File: config.mk
export PLATFORM = sky130hd
export DESIGN_NAME = cmd_packer
export DESIGN_NICKNAME = d
export VERILOG_FILES = /design/src/rtl/cmd_packer.sv
export SDC_FILE = /design/constraint.sdc
export NUM_CORES = 2
export LEC_CHECK = 0
export BUFFER_PORTS_ARGS = -buffer_cell sky130_fd_sc_hd__buf_2
export CAP_MARGIN = 10
export CORE_AREA = 8 8 485 487
export CTS_BUF_LIST = sky130_fd_sc_hd__clkbuf_8 sky130_fd_sc_hd__clkbuf_16
export CTS_CLUSTER_SIZE = 16
export DETAILED_ROUTE_END_ITERATION = 8
export DIE_AREA = 0 0 493 495
export HOLD_SLACK_MARGIN = 0.05
export PLACE_DENSITY = 0.56
export REMOVE_ABC_BUFFERS = 1
export SYNTH_ARGS = -nofsm -noshare
export SYNTH_HDL_FRONTEND = slang
export SYNTH_SLANG_ARGS = --single-unit
File: constraint.sdc
create_clock -name clk -period 6.85 [get_ports clk]
set_clock_uncertainty 0.2 [all_clocks]
set_input_delay 0 -clock clk [delete_from_list [all_inputs] [get_ports clk]]
set_output_delay 0 -clock clk [all_outputs]
set_load 0.02 [all_outputs]
File: src/rtl/cmd_packer.sv
module cmd_packer #(
  parameter int DEPTH = 64,
  localparam int IW = $clog2(DEPTH),
  localparam int TW = $clog2(DEPTH + 1)
) (
  input  logic          clk,
  input  logic          rst_n,
  input  logic          clear,
  input  logic          req_valid,
  output logic          req_ready,
  input  logic          req_indexed,
  input  logic [19:0]   req_offset,
  input  logic [31:0]   req_data,
  output logic [TW-1:0] tail,
  output logic          overflow,
  input  logic [IW-1:0] rd_addr,
  output logic [31:0]   rd_data
);

  localparam logic [7:0] OP_SINGLE = 8'h01;
  localparam logic [7:0] OP_INDEX  = 8'h09;
  localparam int NSLOT = 4;

  logic [31:0]   mem [DEPTH];
  logic [TW-1:0] tail_q, start_q;
  logic          open_q, ovf_q;
  logic [19:0]   open_off_q;
  logic [31:0]   size_q;

  logic [NSLOT-1:0] sv, sv_n;
  logic [IW-1:0]    sa   [NSLOT];
  logic [IW-1:0]    sa_n [NSLOT];
  logic [31:0]      sd   [NSLOT];
  logic [31:0]      sd_n [NSLOT];

  logic          acc, merge, fits;
  logic [TW-1:0] algn, base;
  logic [TW:0]   endp;
  logic [2:0]    need;
  logic [IW-1:0] bi;

  assign req_ready = ~sv[0] & ~clear;
  assign acc       = req_valid & req_ready;
  assign merge     = req_indexed & open_q & (req_offset == open_off_q);
  assign algn      = tail_q + TW'(tail_q[0]);
  assign base      = merge ? tail_q : algn;
  assign need      = merge ? 3'd1 : (req_indexed ? 3'd3 : 3'd2);
  assign endp      = {1'b0, base} + (TW+1)'(need);
  assign fits      = endp <= (TW+1)'(DEPTH);
  assign bi        = base[IW-1:0];
  assign tail      = tail_q;
  assign overflow  = ovf_q;

  always_comb begin
    sv_n = '0;
    for (int k = 0; k < NSLOT; k++) begin
      sa_n[k] = '0;
      sd_n[k] = '0;
    end
    if (merge) begin
      sv_n    = {1'b0, ~tail_q[0], 2'b11};
      sa_n[0] = bi;
      sd_n[0] = req_data;
      sa_n[1] = start_q[IW-1:0];
      sd_n[1] = size_q + 32'd1;
      sa_n[2] = bi + IW'(1);
    end else if (req_indexed) begin
      sv_n    = 4'b1111;
      sa_n[0] = bi;
      sd_n[0] = 32'd1;
      sa_n[1] = bi + IW'(1);
      sd_n[1] = {OP_INDEX, 4'h0, req_offset};
      sa_n[2] = bi + IW'(2);
      sd_n[2] = req_data;
      sa_n[3] = bi + IW'(3);
    end else begin
      sv_n    = 4'b0011;
      sa_n[0] = bi;
      sd_n[0] = req_data;
      sa_n[1] = bi + IW'(1);
      sd_n[1] = {OP_SINGLE, 4'hF, req_offset};
    end
  end

  always_ff @(posedge clk or negedge rst_n) begin
    if (!rst_n) begin
      tail_q     <= '0;
      start_q    <= '0;
      open_q     <= 1'b0;
      open_off_q <= '0;
      size_q     <= '0;
      ovf_q      <= 1'b0;
    end else if (clear) begin
      tail_q  <= '0;
      start_q <= '0;
      open_q  <= 1'b0;
      size_q  <= '0;
      ovf_q   <= 1'b0;
    end else if (acc) begin
      if (!fits) begin
        ovf_q <= 1'b1;
      end else if (merge) begin
        tail_q <= tail_q + TW'(1);
        size_q <= size_q + 32'd1;
      end else begin
        start_q    <= base;
        tail_q     <= base + TW'(need);
        open_q     <= req_indexed;
        open_off_q <= req_offset;
        size_q     <= 32'd1;
      end
    end
  end

  always_ff @(posedge clk or negedge rst_n) begin
    if (!rst_n) begin
      sv <= '0;
      for (int k = 0; k < NSLOT; k++) begin
        sa[k] <= '0;
        sd[k] <= '0;
      end
    end else if (clear) begin
      sv <= '0;
    end else if (acc && fits) begin
      sv <= sv_n;
      for (int k = 0; k < NSLOT; k++) begin
        sa[k] <= sa_n[k];
        sd[k] <= sd_n[k];
      end
    end else if (sv[0]) begin
      sv <= {1'b0, sv[NSLOT-1:1]};
      for (int k = 0; k < NSLOT - 1; k++) begin
        sa[k] <= sa[k+1];
        sd[k] <= sd[k+1];
      end
    end
  end

  always_ff @(posedge clk) begin
    if (sv[0]) mem[sa[0]] <= sd[0];
    rd_data <= mem[rd_addr];
  end

  AST_TAIL_BOUND: assert property (@(posedge clk) disable iff (!rst_n) tail_q <= TW'(DEPTH));
  AST_START_EVEN: assert property (@(posedge clk) disable iff (!rst_n) !start_q[0]);
  AST_OVF_HOLD: assert property (@(posedge clk) disable iff (!rst_n) ovf_q && !clear |=> ovf_q);
  AST_MERGE_STEP: assert property (@(posedge clk) disable iff (!rst_n) acc && merge && fits |=> tail_q == $past(tail_q) + TW'(1));
  AST_DROP_KEEP: assert property (@(posedge clk) disable iff (!rst_n) acc && !fits |=> tail_q == $past(tail_q) && ovf_q);
  AST_BUSY_AFTER_ACC: assert property (@(posedge clk) disable iff (!rst_n) acc && fits |=> !req_ready);
  AST_CLEAR_EMPTY: assert property (@(posedge clk) disable iff (!rst_n) clear |=> tail_q == '0 && !ovf_q);

endmodule

==> insert_results.sql <==
INSERT INTO impl_metrics (metric_group, metric, value, unit) VALUES
('grt', 'grt_antenna_before_repair', '16', ''),
('place', 'numPortBuffers', '103', ''),
('synth', 'postSynthCellCount', '4076', ''),
('setup_path', 'rr_worst_depth', '15', ''),
('routing', 'antenna_left', '0', ''),
('synth', 'synth_top_area_share', '0.698', ''),
('synth', 'synth_edf_count', '2048', ''),
('cts', 'tritoncts_num_sinks', '2271', ''),
('synth', 'synthesized_area_per_cell', '21.6', 'um^2'),
('routing', 'routedWlPerCell', '29.3', 'um'),
('cts', 'tritoncts', 'built', ''),
('setup_path', 'worst-endpoint-required', '7.43', 'ns'),
('setup_path', 'critPathTopFamily', 'simple AND/OR/NAND/NOR gates', ''),
('synth', 'dominantRegCellSynth', 'sky130_fd_sc_hd__edfxtp_1', ''),
('setup_path', 'highest_delay_cell_along_the_critical_path', 'sky130_fd_sc_hd__nor2_2', ''),
('timing', 'report.final.hold_viol_count', '0', ''),
('layout', 'multi_input_area', '20600', 'um^2'),
('setup_path', 'worstPathMaxFanout', '58', ''),
('cts', 'cts_root_buf', 'sky130_fd_sc_hd__clkbuf_16', ''),
('cts', 'clk_latency', '0.87', 'ns'),
('pwr', 'power_per_unit_of_standard_cell_area', '297', 'nW/um^2'),
('routing', 'drt_pre_antenna_iters', '6', ''),
('cts', 'cts-resized-gates', '0', ''),
('layout', 'mostFrequentLayoutCell', 'sky130_fd_sc_hd__edfxtp_1', ''),
('layout', 'layout.nets', '4530', ''),
('layout', 'final_layout_size_suffix_gt1_frac', '0.289', ''),
('floorplanning', 'die_x', '493', 'um'),
('floorplanning', 'core_ar', '228000', 'um^2'),
('grt', 'first_global_vias', '44400', ''),
('timing', 'setup_viol', '0', ''),
('timing', 'timing_worst_slew_pin_value', '1.27', 'ns'),
('timing', 'highest_achievable_clock_rate', '172', 'MHz'),
('pwr', 'ir_drop', '0.000291', 'V'),
('synth', 'yosys.area.top_type', 'sky130_fd_sc_hd__edfxtp_1', ''),
('synth', 'netlist_area', '88100', 'um^2'),
('grt', 'pin_count_of_the_biggest_net_entering_global_routing', '83', ''),
('synth', 'synth.ff_latch_count', '2271', ''),
('floorplanning', 'io_pins', '104', ''),
('timing', 'finalCriticalPeriod', '5.82', 'ns'),
('routing', 'initialDrtViolationCount', '4615', ''),
('setup_path', 'timing.critical_path.cells', 'xor2_1 -> nor3_1 -> nand3_1 -> nor2_1 -> ha_1 -> nand3_1 -> o21ai_0 -> nand2b_1 -> o221ai_1 -> o2111ai_4 -> a21o_4 -> nor2_2 -> buf_4 -> a22o_1 -> dlygate4sd3_1', ''),
('cts', 'cts_max_path_buffers', '3', ''),
('setup_path', 'capturing_element_type_of_the_critical_path', 'flip-flop', ''),
('cts', 'clk_transition_reported_paths', '0.06', 'ns'),
('routing', 'drc_errors', '0', ''),
('setup_path', 'cp_common_cell', 'sky130_fd_sc_hd__nand3_1', ''),
('floorplanning', 'design.die.area', '244000', 'um^2'),
('floorplanning', 'start_util', '0.386', ''),
('synth', 'portion_of_the_post_synthesis_area_used_by_sequential_elements', '0.759', ''),
('setup_path', 'timing.reg2reg.setup_slack', '1.03', 'ns'),
('flow_run', 'drv_cap', '0', ''),
('min_path', 'worstHoldPathType', 'primary input to flip-flop', ''),
('timing', 'final.period_utilization', '0.850', ''),
('timing', 'holdWs', '0.104', 'ns'),
('min_path', 'min_to', 'rd_data[2]', ''),
('routing', 'num_vias', '43100', ''),
('setup_path', 'path_class', 'flip-flop to flip-flop', ''),
('pwr', 'power.leakage', '32.9', 'nW'),
('layout', 'final-seq-area', '67000', 'um^2'),
('synth', 'synth.area.top_cells', 'sky130_fd_sc_hd__edfxtp_1, sky130_fd_sc_hd__mux4_2, sky130_fd_sc_hd__dfrtp_1, sky130_fd_sc_hd__dfxtp_1, sky130_fd_sc_hd__nand2_1', ''),
('setup_path', 'slowest_delay', '0.76', 'ns'),
('timing', 'grt_setup_unrepaired', 'no', ''),
('min_path', 'holdCritStartpoint', 'rd_addr[1]', ''),
('place', 'detailed_place_hpwl', '123000', 'um'),
('timing', 'fin_setup_tns', '0', 'ns'),
('setup_path', 'critPathArrivalTime', '6.41', 'ns'),
('min_path', 'timing.hold.worst_path_depth', '4', ''),
('grt', 'grt.total_usage', '0.182', ''),
('outcome', 'status', 'complete, no violations', ''),
('setup_path', 'startpoint_of_the_worst_slack_reg_to_reg_timing_path', 'open_off_q[1]', ''),
('synth', 'ys.warnings.count', '0', '');
[cells by family (layout without fill, tap and decap cells)]
logic type / after synthesis / count (layout) / share of synthesized area
XOR/XNOR: 42 / 42 / 0.00426
AO/OA/AOI/OAI: 316 / 316 / 0.0257
adder cells (fa/ha/maj): 4 / 4 / 0.000568
AND/OR/NAND/NOR: 459 / 459 / 0.0234
flip-flops: 2271 / 2271 / 0.759
multiplexers: 706 / 706 / 0.174
buffers and inverters: 278 / 850 / 0.0125
[state kept, by name (all words and copies together) (netlist names)]
register	count
open_q	1
size_q	32
rd_data	32
sd	96
sa	24
start_q	6
mem	2048
overflow	1
sv	4
tail	7
open_off_q	20
[layer usage]
metal,GRT usage,vias up,wire length [um]
li1,-,17800,-
met2,0.292,1466,107000
met3,0.0380,292,15500
met5,0,-,0
met4,0.0421,0,4740
met1,0.259,23500,97400
[worst max path at each step]
stage                    from      to  slack (ns)  cells after the start
2_1_floorplan   open_off_q[1]   sv[3]        0.66                     13
3_3_place_gp    open_off_q[1]  sd[54]        1.67                     14
3_5_place_dp   open_off_q[10]  sd[43]        1.66                     14
4_1_cts        open_off_q[10]  sd[43]        1.09                     15
5_1_grt         open_off_q[1]  sd[40]        0.56                     15
6_report        open_off_q[1]  sd[40]        1.03                     15
[final cells by class]
type | count | share of cell area
Inverter | 46 | 0.00169
Clock buffer | 231 | 0.0559
Multi-Input combinational cell | 1527 | 0.202
Clock inverter | 179 | 0.0146
Tap cell | 3026 | 0.0371
Timing Repair Buffer | 394 | 0.0332
Sequential cell | 2271 | 0.655
[metrics by stage]
step / std cells / area [um^2] / setup slack [ns] / utilization / power [mW]
2_1_floorplan: 3844 / 87200 / 0.659 / - / 17.4
3_3_place_gp: 7090 / 93200 / 1.67 / 0.408 / 18.4
3_5_place_dp: 7090 / 93200 / 1.66 / 0.408 / 18.5
4_1_cts: 7674 / 102000 / 1.09 / 0.448 / 30.6
5_1_grt: 7674 / 102000 / 0.563 / 0.448 / 31.3
6_report: 7674 / 102000 / 1.03 / 0.448 / 30.3
[power by group]
group / total, mW / switching, mW / internal, mW
Clock: 12.0 / 5.25 / 6.74
Sequential: 16.4 / 0.541 / 15.9
Combinational: 1.86 / 1.10 / 0.755
[repair_timing]
item | CTS | global route
hold buffers | 174 | 0
buffers inserted | 0 | 0
hold endpoints to repair | 408 | 0
[worst reg2reg max path, cell delays in order, from the launching register on]
cell	delay [ns]
sky130_fd_sc_hd__dfrtp_1	0.39
sky130_fd_sc_hd__xor2_1	0.17
sky130_fd_sc_hd__nor3_1	0.55
sky130_fd_sc_hd__nand3_1	0.63
sky130_fd_sc_hd__nor2_1	0.25
sky130_fd_sc_hd__ha_1	0.35
sky130_fd_sc_hd__nand3_1	0.12
sky130_fd_sc_hd__o21ai_0	0.13
sky130_fd_sc_hd__nand2b_1	0.09
sky130_fd_sc_hd__o221ai_1	0.26
sky130_fd_sc_hd__o2111ai_4	0.26
sky130_fd_sc_hd__a21o_4	0.45
sky130_fd_sc_hd__nor2_2	0.77
sky130_fd_sc_hd__buf_4	0.38
sky130_fd_sc_hd__a22o_1	0.18
sky130_fd_sc_hd__dlygate4sd3_1	0.55
[synth_stat cells (all sizes together) (8+ instances only)]
| library cell | number |
|---|---|
| nor3 | 14 |
| nor2b | 16 |
| nand3 | 48 |
| buf | 92 |
| xor2 | 24 |
| dfxtp | 32 |
| nor4 | 10 |
| clkbuf | 140 |
| a22o | 33 |
| xnor2 | 18 |
| a211oi | 8 |
| inv | 45 |
| a21oi | 70 |
| o22ai | 17 |
| edfxtp | 2048 |
| a221o | 19 |
| nor2 | 146 |
| and2 | 20 |
| nand4 | 8 |
| mux4 | 660 |
| mux2i | 15 |
| a221oi | 18 |
| and3 | 11 |
| dfrtp | 191 |
| mux2 | 31 |
| o221a | 27 |
| o21ai | 85 |
| nand2 | 160 |
No activity file was read; power rests on OpenSTA's default activity.
